--- config.mk ---
export PLATFORM = sky130hd
export DESIGN_NAME = rst_sequencer
export DESIGN_NICKNAME = d
export VERILOG_FILES = /design/src/rtl/rstseq_pkg.sv /design/src/rtl/mclr_filter.sv /design/src/rtl/tick_timer.sv /design/src/rtl/rst_sequencer.sv
export SDC_FILE = /design/constraint.sdc
export NUM_CORES = 1
export LEC_CHECK = 0
export BUFFER_PORTS_ARGS = -buffer_cell sky130_fd_sc_hd__buf_2
export CAP_MARGIN = 10
export CORE_MARGIN = 5
export CORE_UTILIZATION = 60
export CTS_BUF_LIST = sky130_fd_sc_hd__clkbuf_4
export CTS_CLUSTER_SIZE = 14
export DETAILED_ROUTE_END_ITERATION = 6
export PLACE_DENSITY_LB_ADDON = 0.05
export SYNTH_ARGS = -nofsm -noshare
export SYNTH_HDL_FRONTEND = slang
export SYNTH_SLANG_ARGS = --single-unit
export TNS_END_PERCENT = 1
--- constraint.sdc ---
create_clock -name clk -period 3.1 [get_ports clk]
set_clock_uncertainty 0.1 [all_clocks]
set_input_delay 0.62 -clock clk [delete_from_list [all_inputs] [get_ports clk]]
set_output_delay 0.62 -clock clk [all_outputs]
set_load 0.005 [all_outputs]
--- src/rtl/rstseq_pkg.sv ---
`timescale 1ns/1ps
// Shared types for the reset sequencer.
// Assumes: one system clock; all timebases arrive as strobes in that domain.
package rstseq_pkg;
    typedef enum logic [1:0] {
        ST_RUN  = 2'd0,
        ST_HOLD = 2'd1,
        ST_PWRT = 2'd2,
        ST_OST  = 2'd3
    } seq_state_t;

    localparam int CAUSE_W       = 6;
    localparam int C_POR         = 0;
    localparam int C_BOR         = 1;
    localparam int C_PIN_AWAKE   = 2;
    localparam int C_PIN_ASLEEP  = 3;
    localparam int C_WDT_RST     = 4;
    localparam int C_WDT_WAKE    = 5;
endpackage

--- src/rtl/mclr_filter.sv ---
`timescale 1ns/1ps
// Glitch filter for the external reset pin.
// Counts consecutive low samples and reports the pin as active once FILT_LEN
// have been seen; a single high sample clears it.
// Assumes: pin_n is already synchronous to clk.
module mclr_filter #(
    parameter int FILT_LEN = 4
) (
    input  logic clk,
    input  logic rst_n,
    input  logic pin_n,
    output logic pin_act
);
    localparam int CW = $clog2(FILT_LEN + 1);
    localparam logic [CW-1:0] FULL = CW'(FILT_LEN);

    logic [CW-1:0] low_cnt;

    // Count low samples, saturating at FULL; clear on any high sample.
    always_ff @(posedge clk) begin
        if (!rst_n) begin
            low_cnt <= '0;
        end else if (pin_n) begin
            low_cnt <= '0;
        end else if (low_cnt != FULL) begin
            low_cnt <= low_cnt + 1'b1;
        end
    end

    assign pin_act = (low_cnt == FULL);

    AST_FILT_NEEDS_LOW: assert property (@(posedge clk) disable iff (!rst_n)
        $rose(pin_act) |-> $past(!pin_n));
    AST_FILT_RELEASE: assert property (@(posedge clk) disable iff (!rst_n)
        (pin_n && pin_act) |=> !pin_act);
endmodule

--- src/rtl/tick_timer.sv ---
`timescale 1ns/1ps
// Strobe-counting timeout of 2**CNT_W strobes.
// Counts only while run is high, clears while idle, and flags done on the
// strobe that completes the count.
// Assumes: run stays high until done is seen.
module tick_timer #(
    parameter int CNT_W = 10
) (
    input  logic clk,
    input  logic rst_n,
    input  logic run,
    input  logic tick,
    output logic done
);
    logic [CNT_W-1:0] cnt;

    // Advance on each strobe while running; hold zero otherwise.
    always_ff @(posedge clk) begin
        if (!rst_n || !run) begin
            cnt <= '0;
        end else if (tick) begin
            cnt <= cnt + 1'b1;
        end
    end

    assign done = run && tick && (cnt == '1);

    AST_TMR_DONE_AT_END: assert property (@(posedge clk) disable iff (!rst_n)
        done |=> (cnt == '0));
endmodule

--- src/rtl/rst_sequencer.sv ---
`timescale 1ns/1ps
// Reset sequencer: merges power-on, brown-out, pin and watchdog sources into
// one chip reset and runs the power-up and oscillator start-up timeouts.
// Records the last cause in a one-hot register and turns a watchdog timeout
// during sleep into a wake pulse.
// Assumes: rst_n is the power-on detector; strobes are in the clk domain.
module rst_sequencer #(
    parameter int FILT_LEN = 4,
    parameter int PWRT_W   = 10,
    parameter int OST_W    = 10
) (
    input  logic       clk,
    input  logic       rst_n,
    input  logic       bor_en,
    input  logic       bor_n,
    input  logic       mclr_n,
    input  logic       wdt_to,
    input  logic       sleeping,
    input  logic       pwrt_en,
    input  logic       ost_en,
    input  logic       pwrt_tick,
    input  logic       osc_tick,
    output logic       chip_rst,
    output logic       wake,
    output logic [5:0] cause
);
    import rstseq_pkg::*;

    seq_state_t state, after_hold, after_pwrt;
    logic need_pwrt, need_ost;
    logic pin_act, pwrt_done, ost_done;
    logic bor_act, in_run, wdt_rst, wdt_wake, src_act;

    mclr_filter #(.FILT_LEN(FILT_LEN)) u_filt (
        .clk(clk), .rst_n(rst_n), .pin_n(mclr_n), .pin_act(pin_act)
    );

    tick_timer #(.CNT_W(PWRT_W)) u_pwrt (
        .clk(clk), .rst_n(rst_n), .run(state == ST_PWRT),
        .tick(pwrt_tick), .done(pwrt_done)
    );

    tick_timer #(.CNT_W(OST_W)) u_ost (
        .clk(clk), .rst_n(rst_n), .run(state == ST_OST),
        .tick(osc_tick), .done(ost_done)
    );

    // Qualify each source with the enable and the sleep state.
    always_comb begin
        bor_act  = bor_en && !bor_n;
        in_run   = (state == ST_RUN);
        wdt_rst  = wdt_to && !sleeping && in_run;
        wdt_wake = wdt_to && sleeping && in_run;
        src_act  = bor_act || pin_act || wdt_rst;
    end

    // Pick the phase that follows the hold and the power-up timer.
    always_comb begin
        if (need_pwrt && pwrt_en)     after_hold = ST_PWRT;
        else if (need_ost && ost_en)  after_hold = ST_OST;
        else                          after_hold = ST_RUN;
        after_pwrt = (need_ost && ost_en) ? ST_OST : ST_RUN;
    end

    // Reset state: set by any source, cleared at the end of the timeouts.
    always_ff @(posedge clk) begin
        if (!rst_n) begin
            state     <= ST_HOLD;
            need_pwrt <= 1'b1;
            need_ost  <= 1'b1;
        end else if (src_act) begin
            state <= ST_HOLD;
            if (bor_act) begin
                need_pwrt <= 1'b1;
                need_ost  <= 1'b1;
            end else if (in_run) begin
                need_pwrt <= 1'b0;
                need_ost  <= pin_act && sleeping;
            end
        end else begin
            unique case (state)
                ST_HOLD: state <= after_hold;
                ST_PWRT: if (pwrt_done) state <= after_pwrt;
                ST_OST:  if (ost_done)  state <= ST_RUN;
                default: state <= ST_RUN;
            endcase
        end
    end

    // Record the cause; pin and watchdog only from the running state.
    always_ff @(posedge clk) begin
        if (!rst_n) begin
            cause <= CAUSE_W'(1) << C_POR;
        end else if (bor_act) begin
            cause <= CAUSE_W'(1) << C_BOR;
        end else if (in_run && pin_act) begin
            cause <= CAUSE_W'(1) << (sleeping ? C_PIN_ASLEEP : C_PIN_AWAKE);
        end else if (in_run && wdt_to) begin
            cause <= CAUSE_W'(1) << (sleeping ? C_WDT_WAKE : C_WDT_RST);
        end
    end

    // One-cycle wake pulse for a watchdog timeout taken in sleep.
    always_ff @(posedge clk) begin
        if (!rst_n) wake <= 1'b0;
        else        wake <= wdt_wake && !bor_act && !pin_act;
    end

    assign chip_rst = (state != ST_RUN);

    AST_CAUSE_ONEHOT: assert property (@(posedge clk) disable iff (!rst_n)
        $countones(cause) == 1);
    AST_WDT_SLEEP_WAKES: assert property (@(posedge clk) disable iff (!rst_n)
        (in_run && wdt_to && sleeping && !bor_act && !pin_act) |=> (!chip_rst && wake));
    AST_WAKE_SINGLE: assert property (@(posedge clk) disable iff (!rst_n)
        wake |=> !wake);
    AST_BOR_GATED: assert property (@(posedge clk) disable iff (!rst_n)
        (!chip_rst && !bor_en && !pin_act && !wdt_to) |=> !chip_rst);
    AST_WDT_ONE_CYCLE: assert property (@(posedge clk) disable iff (!rst_n)
        (chip_rst && $past(!chip_rst) && $past(wdt_rst) && !src_act) |=> !chip_rst);
endmodule

* Yosys cells after proc, flatten, opt, wreduce, memory -nomap -nowiden *
Cells that the tools add are included.

cells by class
  add/subtract/negate cells = 3
  equal/unequal tests = 9
  shift-type cells = 2
  multiplexer cells = 14
  bitwise gates (word level) = 1
  reduce and logical (&&, ||, !) cells = 37

operators with widths
  cell                                                               count
  10-bit by 1-bit adder with 10-bit output, second input constant    2
  10-bit == test, second input constant                              2
  1-bit logical AND                                                  16
  6-bit 2-to-1 mux                                                   2
  2-bit 2-to-1 mux                                                   5
  1-bit zero test                                                    7
  1-bit 2-to-1 mux                                                   6
  2-bit case mux with 3 select lines                                 1
  2-bit nonzero test                                                 3
  2-bit OR reduction                                                 3
  1-bit by 2-bit left shift with 6-bit output, first input constant  1
  1-bit by 3-bit left shift with 6-bit output, first input constant  1
  2-bit == test, second input constant                               2
  1-bit logical OR                                                   4
  2-bit != test, second input constant                               2
  2-bit AND reduction                                                2
  3-bit by 1-bit adder with 3-bit output, second input constant      1
  3-bit == test, second input constant                               1
  3-bit != test, second input constant                               1
  3-bit nonzero test                                                 1
  2-bit by 1-bit == test with 1-bit output, second input constant    1
  2-bit zero test                                                    1
  1-bit NOT                                                          1

word-level totals
  flip-flop bits (word level) = 34
  output and inout bits = 8
  logic and storage cells = 75

* Longest topological paths before layout *
Gate-level depths: netlist (run 1).

  word-level depth = 5
  mapped depth = 7
  gate-level depth less buffers = 6

* By module *
A second synthesis (run 1) with hierarchy kept.

second synthesis, totals
  cells, all modules = 177
  area total of the unflattened synthesis = 1624.1 um^2

by module, submodules not included
  module         instances  cells each  area an instance (um^2)  sequential area each (um^2)
  tick_timer     2          49          456.7                    200.2
  rst_sequencer  1          61          543.0                    220.2
  mclr_filter    1          18          167.7                    60.1

* Least setup slack after synthesis (run 1) *
No wires, ideal clock.

  path kind = input-to-reg
  start point = in osc_tick
  end point = reg state[1]
  library setup time = 0.070 ns
  arrival = 1.932 ns
  data required time = 2.930 ns
  setup slack = 0.998 ns
  stages = 5
  path through = buf_2 > nand2_2 > o41a_1 > or4_1 > a21oi_1

between the ends
  word-level cells in the longest chain between the ends = 4

RTL lines
  element                               RTL line             RTL
  from (decl)                           rst_sequencer.sv:22  input logic osc_tick,
  1-bit logical AND (2 in a row)        tick_timer.sv:26     assign done = run && tick && (cnt == '1);
  2-bit != test (no source line)        -
  2-bit AND reduction (no source line)  -
  to (signal assigned)                  rst_sequencer.sv:82  ST_HOLD: state <= after_hold;
  to (signal assigned)                  rst_sequencer.sv:83  ST_PWRT: if (pwrt_done) state <= after_pwrt;
  to (decl)                             rst_sequencer.sv:29  seq_state_t state, after_hold, after_pwrt;

No other way between the ends.
A chain may end at the register's enable or synchronous reset.

* Final worst setup path (run 1) *
  start point = reg u_ost.cnt[0]
  end point = reg state[1]

between the ends
  word-level cells in the longest chain between the ends = 4

RTL lines
  element                               RTL line          RTL
  from (decl)                           tick_timer.sv:15  logic [CNT_W-1:0] cnt;
  from (signal assigned)                tick_timer.sv:22  cnt <= cnt + 1'b1;
  10-bit == test                        tick_timer.sv:26
  1-bit logical AND                     tick_timer.sv:26
  2-bit != test (no source line)        -
  2-bit AND reduction (no source line)  -

No other way between the ends.

==> summary.txt, run 1 <==
CTS
  – Clk sinks: 34
  – PostCTS Resize Cnt: 0
  – Root buffer cell: clkbuf_4
  – Post-CTS Setup Inserts: 0
  – CTS tree: yes
  – CTS Hold Bufs: 0
  – Max Root-Sink Buffers: 2
  – Clk slew on worst S/H paths: 0.10 ns
  – CTS H-tree depth: 2
  – CTS Buf Count: 5
  – Worst-skew pair later-pin latency: 0.33 ns

Power and ir drop
  – PD cells: 451 nW/um^2
  – Leakage Power: 0.618 nW
  – Worst vdd ir: 0.377 mV

Yosys
  – Cell variety after synth: 33
  – #FFs+latches synth: 34
  – Area contributors post-synth: dfxtp_1, ha_1, nor2_1
  – Sequential area share after synthesis: 45.0%
  – Post-synthesis cell area: 1510 sq um
  – Yosys synthesis warning count: 0
  – Syn Inst Count: 171
  – Yosys top cell area share: 45.0%
  – Area leader, netlist: dfxtp_1
  – Total nets after synthesis: 190
  – Avg Inst Size Synth: 8.85 sq um

Hold path
  – Worst hold stages: 2
  – Worst hold start: cause[5]
  – Hold Path Class: reg -> reg
  – Hold EP: cause[5]

Floorplanning
  – Die Area: 3630 sq um
  – Chip Width: 60.2 um
  – Core box area: 2450 sq um
  – Starting Density: 61.6%
  – Num ports: 19
  – Die H: 60.2 um
  – # rows: 18

Worst setup path
  – R2R cell count: 5
  – RR Startpoint: u_ost.cnt[0]
  – Data required, critical path: 3.26 ns
  – Critical path fanouts, max: 4
  – Crit end category: register
  – CP arrival: 2.15 ns
  – FF-to-FF End: state[1]
  – Flop-to-flop setup slack: 1.11 ns
  – CP Class: reg -> reg
  – Startpoint type of the worst setup path: register

Job
  – Max-Cap Viols: 0

Global route
  – Number of global-route vias before repair: 1202
  – Initial antenna violation count: 0
  – Tot GR Track Use: 17.7%
  – First-pass GRT wire length: 4790 um
  – Grt ovf: 0
  – Largest net degree at the start of global routing: 11

Layout
  – Cell Count, Final, Fillers Out: 224
  – Most common cell after layout, fill and taps aside: dfxtp_1
  – P&R area growth vs syn: 11.2%
  – Ant. Diodes: 0
  – Finished Cell Area: 1680 sq um
  – Reg area: 681 sq um
  – Filler cells: 198
  – Area of the multi-input gates: 790 sq um
  – Most frequent cells in the layout: dfxtp_1, nor2_1, buf_2
  – Share of cells above drive strength 1: 14.9%
  – Post-layout util: 68.5%
  – Nets: 212

Detailed routing
  – Detail Route Antenna Nets: 0
  – First DRT Iteration DRCs: 54
  – 1st-pass router iterations: 4
  – WL/cell: 11.8 um
  – Via count: 1230
  – Vias per cell: 5.49
  – Drc violations: 0
  – WL final: 2650 um

STA
  – Max Fclk: 503 MHz
  – Max Transition Viols Final: 0
  – Setup-failing EPs final: 0
  – RSZ-0062 raised after global routing: false
  – Final min period: 1.99 ns
  – Period utilization: 64.1%
  – WHS: 0.360 ns
  – Final TNS setup: 0 ns
  – Final Hold Vio Count: 0
  – Slew HR: 56.2%
  – Slew @ Worst Pin: 0.650 ns

Place
  – Placed Cells incl. Taps: 216
  – Port Buf Inserts: 18
  – GPL Wtd Cong: 0.745
  – Placed Area: 1630 sq um
  – Detailed-placement wirelength estimate: 2010 um

Outcome
  – Status: complete, no violations
[cell usage after synthesis]
| cell | count |
|---|---|
| dfxtp_1 | 34 |
| nor2_1 | 25 |
| nand2_1 | 16 |
| nand3_1 | 10 |
| xnor2_1 | 10 |
| ha_1 | 8 |
| inv_1 | 8 |
| a21oi_1 | 7 |
| o21ai_0 | 7 |
| xor2_1 | 7 |
| nand4_1 | 6 |
| nor3_1 | 6 |
| a32oi_1 | 2 |
| clkbuf_1 | 2 |
| mux2i_1 | 2 |
| nand2b_1 | 2 |
| nor4_1 | 2 |
| o41a_1 | 2 |
| a211o_1 | 1 |
| a21boi_0 | 1 |
| a22oi_1 | 1 |
| a31o_2 | 1 |
| and2_1 | 1 |
| and3_1 | 1 |
| and4_1 | 1 |
| buf_2 | 1 |
| nand2_2 | 1 |
| nand3_4 | 1 |
| nor2b_1 | 1 |
| or3_1 | 1 |
| or3_2 | 1 |
| or3b_1 | 1 |
| or4_1 | 1 |
[layer usage]
layer	vias up	wire, um	GRT usage (%)
li1	636	-	-
met1	553	1260	21.9
met2	35	1200	27.8
met3	6	143	6.48
met4	0	47	6.65
met5	-	0	0
[worst max path at each step]
stage                                 start        to  slack (ns)  depth (start not counted)
after floorplan                    osc_tick  state[1]         1.0                          5
after global placement             osc_tick  state[1]        0.96                          5
after detailed placement           osc_tick  state[1]        0.91                          5
after CTS                          state[0]  chip_rst        1.10                          4
after global routing      u_filt.low_cnt[0]  cause[1]        0.98                          6
final                          u_ost.cnt[0]  state[1]        1.11                          5
[critical path, cell delays in order, from the launching register on]
cell	delay, ns
dfxtp_1	0.39
ha_1	0.20
nand2_2	0.09
o41a_1	0.47
or4_1	0.52
a21oi_1	0.14
[registers in the layout, summed over array words and instances, names as in the netlist]
name            flops
cause               6
need_ost            1
need_pwrt           1
state               2
u_filt.low_cnt      3
u_ost.cnt          10
u_pwrt.cnt         10
wake                1
[area by class of cell]
class	count	area share (%)
multi-input combinational	126	46.9
sequential	34	40.5
clock buffer	6	2.68
clock inverter	2	0.521
tap	30	2.23
timing repair buffer	18	5.36
inverter	8	1.79
[where the power goes]
group	total (mW)	internal [mW]	switching (mW)
Clock	0.228	0.0938	0.134
Sequential	0.456	0.447	0.00834
Combinational	0.0751	0.0335	0.0416
[metrics by stage]
stage               total power, mW  setup slack, ns
detailed placement            0.540            0.913
finish                        0.759             1.11
floorplan                     0.515            0.998
global route                  0.811            0.983
CTS                           0.771             1.10
global placement              0.537            0.959
[kinds of logic (layout without fill, tap and decap cells)]
family | after synthesis | in the layout | synth area share [%]
adder cells (fa/ha/maj) | 8 | 8 | 6.62
flip-flops | 34 | 34 | 45.0
XOR/XNOR | 17 | 17 | 9.84
AND/OR/NAND/NOR | 77 | 77 | 25.0
AO/OA/AOI/OAI | 22 | 22 | 9.43
multiplexers | 2 | 2 | 1.32
buffers and inverters | 11 | 34 | 2.81
(Power assumes the default switching activity.)
==> inputs of run 2 (changes only) <==
--- a/config.mk
+++ b/config.mk
@@ -8,7 +8,7 @@
 export BUFFER_PORTS_ARGS = -buffer_cell sky130_fd_sc_hd__buf_2
 export CAP_MARGIN = 10
 export CORE_MARGIN = 5
-export CORE_UTILIZATION = 60
+export CORE_UTILIZATION = 59
 export CTS_BUF_LIST = sky130_fd_sc_hd__clkbuf_4
 export CTS_CLUSTER_SIZE = 14
 export DETAILED_ROUTE_END_ITERATION = 6
==> constraint.sdc (replaced) <==
create_clock -name clk -period 1.96 [get_ports clk]
set_clock_uncertainty 0.1 [all_clocks]
set_input_delay 0.392 -clock clk [delete_from_list [all_inputs] [get_ports clk]]
set_output_delay 0.392 -clock clk [all_outputs]
set_load 0.005 [all_outputs]
==> run 2 against run 1 <==
Wire length rose by 3.7%. Design area up 2.8%. Sequential share of layout area shrank 0.72 points. Largest cell class unchanged.
==> summary.txt, run 2 (same netlist as run 1, synthesis figures left out) <==
Outcome
  – Status: complete, no violations

Global route
  – First-pass GRT wire length: 4860 um
  – Initial antenna violation count: 0
  – Tot GR Track Use: 17.6%
  – Grt ovf: 0
  – Largest net degree at the start of global routing: 11
  – Number of global-route vias before repair: 1266

Worst setup path
  – Crit end category: register
  – R2R cell count: 5
  – FF-to-FF End: state[1]
  – CP Class: reg -> reg
  – Flop-to-flop setup slack: 0.09 ns
  – Critical path fanouts, max: 4
  – CP arrival: 2.03 ns
  – RR Startpoint: u_ost.cnt[1]
  – Data required, critical path: 2.12 ns
  – Startpoint type of the worst setup path: register

Layout
  – Share of cells above drive strength 1: 19.0%
  – Largest registers: u_ost.cnt: 10 flops, u_pwrt.cnt: 10 flops, cause: 6 flops
  – Ant. Diodes: 0
  – Finished Cell Area: 1730 sq um
  – Nets: 218
  – Filler cells: 213
  – P&R area growth vs syn: 14.2%
  – Most common cell after layout, fill and taps aside: dfxtp_1
  – Most frequent cells in the layout: dfxtp_1, nor2_1, buf_2

CTS
  – Clk slew on worst S/H paths: 0.10 ns
  – CTS Hold Bufs: 0
  – CTS Buf Count: 5
  – CTS H-tree depth: 2
  – Root buffer cell: clkbuf_4
  – Worst-skew pair later-pin latency: 0.32 ns
  – Max Root-Sink Buffers: 2
  – Clk sinks: 34
  – CTS tree: yes

Power and ir drop
  – Worst vdd ir: 0.547 mV
  – PD cells: 687 nW/um^2
  – Leakage Power: 0.644 nW

Detailed routing
  – WL/cell: 12.0 um
  – 1st-pass router iterations: 4
  – Drc violations: 0
  – WL final: 2750 um
  – Vias per cell: 5.43
  – Detail Route Antenna Nets: 0
  – First DRT Iteration DRCs: 42
  – Via count: 1250

Place
  – Port Buf Inserts: 18
  – Detailed-placement wirelength estimate: 2120 um
  – GPL Wtd Cong: 0.725
  – Placed Area: 1670 sq um

STA
  – Final min period: 1.87 ns
  – Final TNS setup: 0 ns
  – Slew @ Worst Pin: 0.328 ns
  – Slew HR: 78.1%
  – Period utilization: 95.5%
  – Setup-failing EPs final: 0
  – Max Transition Viols Final: 0
  – Max Fclk: 534 MHz
  – Final Hold Vio Count: 0
  – RSZ-0062 raised after global routing: false

Hold path
  – Worst hold stages: 2
  – Worst hold start: rst_n
  – Hold Path Class: in -> reg
  – Hold EP: cause[0]

Floorplanning
  – Die Area: 3680 sq um
  – Num ports: 19
  – # rows: 18
  – Die H: 60.6 um
  – Core box area: 2450 sq um
  – Starting Density: 61.6%
  – Chip Width: 60.6 um

Job
  – Max-Cap Viols: 0
run 2: area by class of cell:
cell class,count,area [sq um],area share (%)
repair buffers,24,135,7.82
clock inverters,3,11.3,0.652
well taps,30,37.5,2.17
clock buffers,5,37.5,2.17
inverters,8,30.0,1.74
multi-input cells,126,790,45.7
flip-flops and latches,34,687,39.8
run 2: worst max-delay path by stage:
stage	from	end
finish	u_ost.cnt[1]	state[1]
global placement	u_ost.cnt[1]	state[1]
floorplan	u_ost.cnt[0]	state[1]
CTS	u_pwrt.cnt[0]	state[1]
detailed placement	u_ost.cnt[1]	state[1]
global route	u_pwrt.cnt[5]	state[1]
run 2: through the flow:
step	setup WS, ns	hold slack (ns)	power, mW	cells	util, %
2_1_floorplan	0.0815	0.349	0.815	171	-
3_3_place_gp	0.0994	0.340	0.857	221	67.8
3_5_place_dp	0.0380	0.354	0.862	221	67.8
4_1_cts	0.0313	0.212	1.20	229	69.8
5_1_grt	0.0103	0.213	1.26	230	70.4
6_report	0.0883	0.224	1.19	230	70.4
run 2: what timing repair did:
action | 4_1_cts | 5_1_grt
setup buffers | 0 | 1
gates resized for setup | 0 | 5
endpoints found under the setup margin | 0 | 2
run 2: critical path, stage by stage (launching register included):
cell	delay, ns
dfxtp_2	0.35
ha_1	0.17
nand2_2	0.06
o41a_1	0.46
or4_1	0.53
a21oi_1	0.15
run 2: report_power, final:
group          switching, mW  leakage, nW  internal, mW
Combinational         0.0673        0.338        0.0590
Sequential            0.0124        0.278         0.708
Clock                  0.213       0.0277         0.128
Total                  0.292        0.644         0.894
run 2: layer usage:
layer | share of wire, % | vias to the layer above | GRT usage, %
met1 | 45 | 584 | 19.4
met4 | 0.69 | 0 | 9.29
met2 | 50 | 18 | 29.8
met5 | 0 | - | 0
li1 | - | 646 | -
met3 | 4.2 | 2 | 5.96
